===== config.mk =====
export PLATFORM = sky130hd
export DESIGN_NAME = seo_filter
export DESIGN_NICKNAME = d
export VERILOG_FILES = /design/src/rtl/seo_pkg.sv /design/src/rtl/seo_unit_reg.sv /design/src/rtl/seo_gate.sv /design/src/rtl/seo_rd_mux.sv /design/src/rtl/seo_filter.sv
export SDC_FILE = /design/constraint.sdc
export NUM_CORES = 1
export LEC_CHECK = 0
export ABC_AREA = 1
export BUFFER_PORTS_ARGS = -buffer_cell sky130_fd_sc_hd__buf_4
export CORE_MARGIN = 5
export CORE_UTILIZATION = 48
export DETAILED_ROUTE_END_ITERATION = 10
export PLACE_DENSITY = 0.8
export SYNTH_ARGS = -nofsm -noshare
export SYNTH_HDL_FRONTEND = slang
export SYNTH_SLANG_ARGS = --single-unit

===== constraint.sdc =====
create_clock -name clk -period 0.95 [get_ports clk]
set_input_delay 0.0475 -clock clk [delete_from_list [all_inputs] [get_ports clk]]
set_output_delay 0.0475 -clock clk [all_outputs]
set_load 0.005 [all_outputs]

===== src/rtl/seo_pkg.sv =====
package seo_pkg;
  typedef enum logic [1:0] {
    TAG_NSEC  = 2'b00,
    TAG_SEC   = 2'b01,
    TAG_NATTR = 2'b10,
    TAG_RSVD  = 2'b11
  } seo_tag_e;

  localparam int WORD_W   = 64;
  localparam int SO_POS   = 0;
  localparam int NAO_POS  = 4;
  localparam int ONE_POS  = 31;
  localparam int IMPL_LSB = 32;
  localparam int IMPL_W   = WORD_W - IMPL_LSB;

  typedef struct packed {
    logic nao;
    logic so;
  } seo_ctl_t;
endpackage


===== src/rtl/seo_unit_reg.sv =====
module seo_unit_reg
  import seo_pkg::*;
#(
  parameter bit                PRESENT  = 1'b1,
  parameter bit                HAS_REG  = 1'b1,
  parameter bit                HAS_NAO  = 1'b1,
  parameter logic [IMPL_W-1:0] IMPL_RST = '0
) (
  input  logic              clk,
  input  logic              rst_n,
  input  logic              wr_en,
  input  logic [WORD_W-1:0] wdata,
  output logic [WORD_W-1:0] rdata,
  output seo_ctl_t          ctl
);
  localparam bit LIVE = PRESENT && HAS_REG;

  generate
    if (LIVE) begin : g_live
      logic              so_q;
      logic [IMPL_W-1:0] impl_q;
      logic              nao_r;

      always_ff @(posedge clk or negedge rst_n) begin
        if (!rst_n) begin
          so_q   <= 1'b0;
          impl_q <= IMPL_RST;
        end else if (wr_en) begin
          so_q   <= wdata[SO_POS];
          impl_q <= wdata[WORD_W-1:IMPL_LSB];
        end
      end

      if (HAS_NAO) begin : g_nao
        logic nao_q;
        always_ff @(posedge clk or negedge rst_n) begin
          if (!rst_n)     nao_q <= 1'b0;
          else if (wr_en) nao_q <= wdata[NAO_POS];
        end
        assign nao_r = nao_q;
      end else begin : g_no_nao
        assign nao_r = 1'b0;
      end

      always_comb begin
        rdata                        = '0;
        rdata[WORD_W-1:IMPL_LSB]     = impl_q;
        rdata[ONE_POS]               = 1'b1;
        rdata[NAO_POS]               = nao_r;
        rdata[SO_POS]                = so_q;
      end
      assign ctl.so  = so_q;
      assign ctl.nao = nao_r;
    end else begin : g_dead
      assign rdata   = '0;
      assign ctl.so  = 1'b0;
      assign ctl.nao = 1'b0;
    end
  endgenerate
endmodule


===== src/rtl/seo_gate.sv =====
module seo_gate
  import seo_pkg::*;
#(
  parameter bit PRESENT = 1'b1
) (
  input  logic     valid,
  input  logic [1:0] tag,
  input  seo_ctl_t ctl,
  input  logic     root_nae_en,
  output logic     cnt_en
);
  logic allow;

  always_comb begin
    case (seo_tag_e'(tag))
      TAG_NSEC:  allow = 1'b1;
      TAG_SEC:   allow = ctl.so;
      TAG_NATTR: allow = root_nae_en && (ctl.nao || ctl.so);
      default:   allow = 1'b0;
    endcase
  end

  generate
    if (PRESENT) begin : g_on
      assign cnt_en = valid && allow;
    end else begin : g_off
      assign cnt_en = 1'b0;
    end
  endgenerate
endmodule


===== src/rtl/seo_rd_mux.sv =====
module seo_rd_mux
  import seo_pkg::*;
#(
  parameter int N     = 4,
  parameter int SEL_W = 3
) (
  input  logic [SEL_W-1:0]    sel,
  input  logic [N*WORD_W-1:0] words,
  output logic [WORD_W-1:0]   rdata
);
  always_comb begin
    rdata = '0;
    for (int i = 0; i < N; i++) begin
      if (sel == SEL_W'(i)) rdata = words[i*WORD_W +: WORD_W];
    end
  end
endmodule


===== src/rtl/seo_filter.sv =====
module seo_filter
  import seo_pkg::*;
#(
  parameter int                NUM_UNITS  = 4,
  parameter int                SEL_W      = 3,
  parameter logic [NUM_UNITS-1:0] UNIT_PRESENT = 4'b0111,
  parameter logic [NUM_UNITS-1:0] UNIT_HAS_REG = 4'b0011,
  parameter logic [NUM_UNITS-1:0] UNIT_HAS_NAO = 4'b0001,
  parameter logic [IMPL_W-1:0] IMPL_RST   = 32'hA5A5_0000
) (
  input  logic                   clk,
  input  logic                   rst_n,
  input  logic [SEL_W-1:0]       cfg_sel,
  input  logic                   cfg_wr,
  input  logic [WORD_W-1:0]      cfg_wdata,
  output logic [WORD_W-1:0]      cfg_rdata,
  input  logic                   root_nae_en,
  input  logic [NUM_UNITS-1:0]   ev_valid,
  input  logic [2*NUM_UNITS-1:0] ev_tag,
  output logic [NUM_UNITS-1:0]   ev_cnt_en
);
  logic [NUM_UNITS*WORD_W-1:0] words;
  logic [NUM_UNITS-1:0]        ctl_so;
  logic [NUM_UNITS-1:0]        ctl_nao;

  generate
    for (genvar i = 0; i < NUM_UNITS; i++) begin : g_unit
      seo_ctl_t ctl;
      logic     wr_hit;
      assign wr_hit = cfg_wr && (cfg_sel == SEL_W'(i));

      seo_unit_reg #(
        .PRESENT (UNIT_PRESENT[i]),
        .HAS_REG (UNIT_HAS_REG[i]),
        .HAS_NAO (UNIT_HAS_NAO[i]),
        .IMPL_RST(IMPL_RST)
      ) u_reg (
        .clk  (clk),
        .rst_n(rst_n),
        .wr_en(wr_hit),
        .wdata(cfg_wdata),
        .rdata(words[i*WORD_W +: WORD_W]),
        .ctl  (ctl)
      );

      seo_gate #(.PRESENT(UNIT_PRESENT[i])) u_gate (
        .valid      (ev_valid[i]),
        .tag        (ev_tag[2*i +: 2]),
        .ctl        (ctl),
        .root_nae_en(root_nae_en),
        .cnt_en     (ev_cnt_en[i])
      );

      assign ctl_so[i]  = ctl.so;
      assign ctl_nao[i] = ctl.nao;
    end
  endgenerate

  seo_rd_mux #(.N(NUM_UNITS), .SEL_W(SEL_W)) u_mux (
    .sel  (cfg_sel),
    .words(words),
    .rdata(cfg_rdata)
  );
endmodule


# After elaboration in Yosys (flattened, before gate mapping)
# Index checks and enable logic that the tools add are counted.
[word_totals]
regBits = 67
latch_bits = 0
ramBits = 0
romBits = 0
inputBits = 83
word_cells = 31
mem_count = 0
[op_classes]
addsub = 0
n_mul = 0
div = 0
n_lt_le_gt_ge = 0
eq_ne = 7
shifts = 0
muxes = 7
bitwise = 0
n_reduce_logical = 12
[ops]
columns = ["cell", "n"]
rows = [
  ["$mux W64", 4],
  ["$logic_and A1 B1 Y1", 7],
  ["$eq A3 B2 Y1 const B", 2],
  ["$logic_not A2 Y1", 3],
  ["$pmux W1 S3", 2],
  ["$eq A2 B1 Y1 const B", 2],
  ["$eq A2 B2 Y1 const B", 2],
  ["$eq A3 B1 Y1 const B", 1],
  ["$logic_not A3 Y1", 1],
  ["$logic_or A1 B1 Y1", 1],
  ["$mux W1", 1],
]

# Depth between registers and ports, before layout
# Gate-level depths: netlist (run 1).
[logic_depth]
ltp_word = 5
depth_mapped = 7
ltp_nobuf = 5

# Cells and area by module
# Synthesis (run 1) repeated with hierarchy kept, for this count alone.
[hier_totals]
cells_unflattened = 928
area_unflattened_um2 = 6936.7
[modules_own_cells]
columns = ["mod", "n_inst", "cells_each", "area_per_inst_um2", "seq_area_each_um2"]
rows = [
  ["seo_rd_mux", 1, 391, 2537.4, 0.0],
  ["seo_unit_reg at g_unit[0].u_reg", 1, 180, 1617.8, 860.8],
  ["seo_unit_reg at g_unit[1].u_reg", 1, 176, 1577.8, 835.8],
  ["seo_unit_reg at g_unit[2].u_reg ...", 2, 67, 499.2, 0.0],
  ["seo_gate at g_unit[0].u_gate ...", 3, 11, 48.8, 0.0],
  ["seo_filter", 1, 12, 47.5, 0.0],
  ["seo_gate at g_unit[3].u_gate", 1, 2, 11.3, 0.0],
]

# Worst setup path before layout (run 1)
# OpenSTA, ideal clock, no wires.
[synth_timing]
path_kind = "input-to-reg"
from = "input cfg_sel[0]"
to = "register g_unit[0].u_reg.g_live.g_nao.nao_q"
setup_time_ps = 66
arrival_ps = 750
path_slack_ps = 134
cell_stages = 5
n_path_buf = 2
cell_sequence = "buf_4 inv_4 clkbuf_1 nand4_1 nand2_1"
[synth_via]
elab_chain_cells = 2
[synth_rtl]
columns = ["item", "line_no", "text"]
rows = [
  ["start, declared", "seo_filter.sv:13", "input logic [SEL_W-1:0] cfg_sel,"],
  ["$logic_not A3 Y1", "seo_filter.sv:30", "assign wr_hit = cfg_wr && (cfg_sel == SEL_W'(i));"],
  ["$logic_and A1 B1 Y1", "seo_filter.sv:30", ""],
  ["end signal, assigned", "seo_unit_reg.sv:38", "else if (wr_en) nao_q <= wdata[NAO_POS];"],
  ["end, declared", "seo_unit_reg.sv:35", "logic nao_q;"],
]
# No other way between the ends.
# A chain may end at the register's enable or synchronous reset.

# Worst setup path in the final report (run 1)
[layout_timing]
from = "register g_unit[0].u_reg.g_live.so_q"
to = "output cfg_rdata[0]"
[layout_via]
elab_chain_cells = 4
[layout_rtl]
columns = ["item", "line_no", "text"]
rows = [
  ["start, declared", "seo_unit_reg.sv:20", "logic so_q;"],
  ["start signal, assigned", "seo_unit_reg.sv:29", "so_q <= wdata[SO_POS];"],
  ["$mux W64 (4 in a row)", "seo_rd_mux.sv:14", "if (sel == SEL_W'(i)) rdata = words[i*WORD_W +: WORD_W];"],
  ["end, declared", "seo_filter.sv:16", "output logic [WORD_W-1:0] cfg_rdata,"],
]
# No other way between the ends.

==> impl_metrics.env, run 1 <==
export IMPL_status="complete, but fails checks"
export IMPL_violations="negative hold slack, negative setup slack"
export IMPL_synth_avg_cell_area_um2=7.75
export IMPL_slew_viol_final=0
export IMPL_fmaxAchievable_ghz=0.841
export IMPL_wl_per_cell_um=14.9
export IMPL_yosysWarnings=0
export IMPL_dp_hpwl_mm=6.26
export IMPL_grt_pass1_wl_mm=15.8
export IMPL_num_nets_final=694
export IMPL_setup_viol=36
export IMPL_clock_latency_ps=330
export IMPL_hold_slack_ps=-14.0
export IMPL_grt_max_degree=44
export IMPL_cts_reportedPaths_clkPinSlew_ps=70
export IMPL_die_w_um=96.2
export IMPL_antenna_found_initial=0
export IMPL_grt_overflow=0
export IMPL_period_share_pct=125
export IMPL_syn_area_um2=3570
export IMPL_grt_total_usage_pct=21.8
export IMPL_start_util_pct=49.2
export IMPL_core_area_um2=7250
export IMPL_leakagePower_nw=2.83
export IMPL_setup_slack_ps=-238
export IMPL_post_route_drc_count=0
export IMPL_die_y_um=96.2
export IMPL_ant_nets=0
export IMPL_ys_ff_latch=67
export IMPL_vias=3718
export IMPL_wirelength_mm=10.6
export IMPL_rsz0062_at_grt="yes"
export IMPL_diodes=0
export IMPL_fin_crit_ps=1190
export IMPL_layout_commonest_cell="nand2_1"
export IMPL_port_buffers=87
export IMPL_root_buffer="clkbuf_8"
export IMPL_power_density_nw_per_um2=1570
export IMPL_h_tree_depth=3
export IMPL_worstSetupPathType="reg -> out"
export IMPL_drive_gt1_share_pct=33.6
export IMPL_ir_worst_vdd_mv=0.949
export IMPL_first_pass_iters=4
export IMPL_ys_types=20
export IMPL_finalClockSkew_ps=0
export IMPL_synthCells=460
export IMPL_crit_fanout=2
export IMPL_cts_tree="built"
export IMPL_drtIter0Drc=221
export IMPL_rows=31
export IMPL_gp_congestion=0.776
export IMPL_dieArea_um2=9250
export IMPL_pin_count=151
export IMPL_p_total_mw=8.25
export IMPL_cts_buffer_depth=2
export IMPL_critical_path_required_ps=900
export IMPL_seq_area_frac_synth_pct=47.6
export IMPL_area_growth_synth_to_final_pct=47.1
export IMPL_cts_sinks=67
export IMPL_grt_pass1_vias=3310
export IMPL_hold_viol=1
export IMPL_cts_inserted_buffers=9
export IMPL_maxCapViolations=0
export IMPL_most_common_layout_cells="nand2_1 (215), buf_4 (109), nand4_1 (67)"
export IMPL_critPathLaunchType="register"
export IMPL_min_path_type="in -> reg"
export IMPL_viasPerCell=5.20
export IMPL_final_util_pct=72.3
export IMPL_arrival_ps=1140
export IMPL_cp_end_kind="output port"
[Yosys cell counts, drive strengths merged]
library cell | n | share of area [%]
o21ai | 1 | 0.14
nand2 | 239 | 25
inv | 7 | 0.81
nor3 | 1 | 0.46
nand4 | 67 | 12
nand3 | 2 | 0.56
dfrtp | 51 | 36
a21oi | 1 | 0.14
buf | 60 | 12
dfstp | 16 | 12
nor3b | 1 | 0.21
conb | 1 | 0.11
nor2 | 6 | 0.84
clkbuf | 7 | 0.74
[state kept, by name (all words and copies together) (netlist names)]
signal / count
g_unit.u_reg.g_live.so_q: 2
g_unit.u_reg.g_live.impl_q: 64
g_unit.u_reg.g_live.g_nao.nao_q: 1
[critical path, cell delays in order (launching register included)]
cell	delay (ps)
dfrtp_1	400
buf_4	140
nand2_1	60
nand2_1	60
buf_4	130
[final cells by class]
class	instances	area [um^2]
tap	99	124
clock inverter	2	35.0
sequential	67	1700
timing repair buffer	178	1610
multi-input combinational	348	1580
fill	543	2010
inverter	7	31.3
clock buffer	14	173
[cells by family (layout without fill, tap and decap cells)]
family	Yosys count	after routing	share of synthesized area [%]
buf+inv	74	201	13.1
other cells	1	30	0.105
simple gates	316	316	39.0
flops	67	67	47.6
compound gates	2	2	0.280
[power breakdown]
group	total [mW]	switching, mW	leakage, nW	internal (mW)
registers	3.79	0.309	0.809	3.48
logic	1.98	0.935	1.91	1.05
clock network	2.48	1.05	0.107	1.43
[stage by stage]
step                area, um^2  worst slack, ps  setup TNS, ps  std cells
detailed placement        4240            -42.6           -942        630
CTS                       4960             -255          -4030        693
global placement          4240            -26.7           -154        630
finish                    5250             -238          -3780        715
global route              5250             -291          -5280        715
floorplan                 3670              134              0        489
[worst paths after layout]
check                                                           endpoint  cells after the start                                          start  slack, ps
min in group asynchronous   g_unit[0].u_reg.g_live.impl_q[0]$_DFFE_PN0P_                      2                                          rst_n        180
setup / recovery                                            cfg_rdata[0]                      4        g_unit[0].u_reg.g_live.so_q$_DFFE_PN0P_       -240
max in group asynchronous  g_unit[0].u_reg.g_live.impl_q[23]$_DFFE_PN1P_                      3                                          rst_n        260
setup reg to reg           g_unit[1].u_reg.g_live.impl_q[27]$_DFFE_PN0P_                      4  g_unit[1].u_reg.g_live.impl_q[27]$_DFFE_PN0P_        110
hold / removal             g_unit[0].u_reg.g_live.impl_q[22]$_DFFE_PN0P_                      3                                  cfg_wdata[54]        -10
hold reg to reg            g_unit[1].u_reg.g_live.impl_q[21]$_DFFE_PN1P_                      2  g_unit[1].u_reg.g_live.impl_q[21]$_DFFE_PN1P_        470
[layer usage]
| metal | share of wire, % | track usage (%) |
|---|---|---|
| met1 | 40 | 28.0 |
| met2 | 51 | 36.9 |
| met3 | 7.0 | 2.66 |
| met4 | 2.0 | 9.36 |
| met5 | 0 | 0 |
[timing repair]
action | CTS | global route
resized for setup | 23 | 35
gates cloned | 0 | 2
endpoints found under the hold margin | 122 | 0
buffers inserted | 13 | 20
pin swaps | 64 | 38
hold buffers | 34 | 0
setup endpoints to repair | 36 | 36
Note: power is estimated with default switching activity, not from simulation.
==> run 2: changes to the inputs <==
--- a/config.mk
+++ b/config.mk
@@ -6,11 +6,11 @@
 export NUM_CORES = 1
 export LEC_CHECK = 0
 export ABC_AREA = 1
-export BUFFER_PORTS_ARGS = -buffer_cell sky130_fd_sc_hd__buf_4
+export BUFFER_PORTS_ARGS = -buffer_cell sky130_fd_sc_hd__buf_2
 export CORE_MARGIN = 5
-export CORE_UTILIZATION = 48
+export CORE_UTILIZATION = 40
 export DETAILED_ROUTE_END_ITERATION = 10
-export PLACE_DENSITY = 0.8
+export PLACE_DENSITY = 0.69
 export SYNTH_ARGS = -nofsm -noshare
 export SYNTH_HDL_FRONTEND = slang
 export SYNTH_SLANG_ARGS = --single-unit
==> impl_metrics.env, run 2 (synthesis results as in run 1) <==
export IMPL_status="complete, but fails checks"
export IMPL_violations="negative setup slack"
export IMPL_maxCapViolations=0
export IMPL_die_y_um=104
export IMPL_start_util_pct=40.9
export IMPL_largestRegisters="g_unit.u_reg.g_live.impl_q (64), g_unit.u_reg.g_live.so_q (2), g_unit.u_reg.g_live.g_nao.nao_q (1)"
export IMPL_worstSetupPathType="reg -> out"
export IMPL_dieArea_um2=10900
export IMPL_post_place_cells=641
export IMPL_viasPerCell=4.93
export IMPL_ir_worst_vdd_mv=0.901
export IMPL_drtIter0Drc=196
export IMPL_cts_buffer_depth=2
export IMPL_die_w_um=104
export IMPL_grt_pass1_vias=3498
export IMPL_hp_start="cfg_sel[0]"
export IMPL_rr_worst_depth=3
export IMPL_most_common_layout_cells="nand2_1 (233), buf_2 (86), nand4_1 (67)"
export IMPL_top_register="g_unit.u_reg.g_live.impl_q"
export IMPL_dp_hpwl_mm=6.55
export IMPL_r2r_start="g_unit[0].u_reg.g_live.impl_q[23]$_DFFE_PN1P_"
export IMPL_vias=3521
export IMPL_drive_gt1_share_pct=29.4
export IMPL_setup_slack_ps=-221
export IMPL_cts_sinks=67
export IMPL_h_tree_depth=3
export IMPL_power_density_nw_per_um2=1660
export IMPL_rows=34
export IMPL_holdPathEnd="g_unit[1].u_reg.g_live.impl_q[12]$_DFFE_PN0P_"
export IMPL_grt_max_degree=68
export IMPL_num_nets_final=684
export IMPL_timing_rr_end="g_unit[0].u_reg.g_live.impl_q[23]$_DFFE_PN1P_"
export IMPL_clock_latency_ps=340
export IMPL_cts_reportedPaths_clkPinSlew_ps=80
export IMPL_grt_overflow=0
export IMPL_cp_end_kind="output port"
export IMPL_finalInstanceArea_um2=4840
export IMPL_p_total_mw=8.04
export IMPL_placed_area_um2=4080
export IMPL_post_route_drc_count=0
export IMPL_finalClockSkew_ps=0
export IMPL_hold_path_depth=4
export IMPL_hold_viol=0
export IMPL_cts_inserted_buffers=9
export IMPL_cts_tree="built"
export IMPL_final_util_pct=55.5
export IMPL_critical_path_required_ps=900
export IMPL_grt_total_usage_pct=18.1
export IMPL_stdcell_count=714
export IMPL_critPathLaunchType="register"
export IMPL_layout_commonest_cell="nand2_1"
export IMPL_antenna_found_initial=0
export IMPL_fin_setup_tns_ps=-3610
export IMPL_period_share_pct=123
export IMPL_fin_crit_ps=1170
export IMPL_ant_nets=0
export IMPL_root_buffer="clkbuf_8"
export IMPL_wirelength_mm=9.75
export IMPL_grt_pass1_wl_mm=16.5
export IMPL_leakagePower_nw=2.71
export IMPL_diodes=0
export IMPL_largest_reg_flops=64
export IMPL_rrSetupSlack_ps=150
export IMPL_setup_viol=36
export IMPL_gp_congestion=0.814
export IMPL_arrival_ps=1120
export IMPL_wl_per_cell_um=13.7
export IMPL_pin_count=151
export IMPL_min_path_type="in -> reg"
export IMPL_rsz0062_at_grt="yes"
export IMPL_core_area_um2=8720
export IMPL_crit_fanout=2
export IMPL_port_buffers=87
export IMPL_slew_viol_final=0
export IMPL_fmaxAchievable_ghz=0.854
export IMPL_area_growth_synth_to_final_pct=35.6
export IMPL_first_pass_iters=5
==> run 2: cell count changes in the layout (fill, tap and decap cells not counted), moves of 2 or more <==
| cell | delta |
|---|---|
| buf_4 | -71 |
| clkbuf_8 | -2 |
| nand2_1 | +18 |
| buf_12 | +2 |
| buf_6 | -27 |
| buf_2 | +86 |
| nand2_2 | -18 |
==> run 2: where the power goes <==
group / internal, mW / total [mW] / switching (mW)
clock network: 1.54 / 2.63 / 1.09
logic: 0.808 / 1.64 / 0.831
registers: 3.48 / 3.77 / 0.294
total: 5.83 / 8.04 / 2.22
==> run 2: area by class of cell <==
cell class	instances	area, um^2
Timing Repair Buffer	168	1230
Clock buffer	11	141
Tap cell	108	135
Multi-Input combinational cell	348	1530
Inverter	7	28.8
Sequential cell	67	1700
Fill cell	824	3880
Clock inverter	5	77.6
==> run 2: critical path, cell delays in order, from the launching register on <==
cell	delay, ps
dfstp_2	530
nand2_1	50
nand2_1	80
buf_2	110
==> run 2: what timing repair did <==
action                                  4_1_cts  5_1_grt
pin swaps                                    50       25
resized for setup                             1        9
buffers inserted                             11       11
endpoints found under the setup margin       36       36
hold buffers                                 35        0
endpoints found under the hold margin       118        0
==> run 2: how the worst max path moves through the flow <==
stage / startpoint / endpoint / slack [ps] / cells after the start
after floorplan: cfg_sel[0] / g_unit[0].u_reg.g_live.g_nao.nao_q$_DFFE_PN0P_ / 130 / 5
final: g_unit[1].u_reg.g_live.impl_q[26]$_DFFE_PN1P_ / cfg_rdata[58] / -220 / 3
after global routing: g_unit[1].u_reg.g_live.impl_q[26]$_DFFE_PN1P_ / cfg_rdata[58] / -270 / 3
after CTS: g_unit[0].u_reg.g_live.impl_q[24]$_DFFE_PN1P_ / cfg_rdata[56] / -230 / 3
after global placement: cfg_sel[1] / cfg_rdata[41] / -70 / 8
after detailed placement: cfg_sel[1] / cfg_rdata[41] / -90 / 8
==> run 2: routing by layer <==
layer,share of wire (%),GRT usage [%],vias up,wire (um)
li1,-,-,1714,-
met1,43,22.8,1660,4170
met2,48,30.4,136,4720
met3,7.6,3.91,11,744
met4,1.2,6.75,0,116
met5,0,0,-,0
==> run 2: through the flow <==
| stage | worst slack, ps | hold WS [ps] |
|---|---|---|
| finish | -221 | 174 |
| global route | -266 | 192 |
| CTS | -229 | 144 |
| detailed placement | -89.6 | 98.8 |
| global placement | -70.8 | 93.3 |
| floorplan | 134 | -248 |
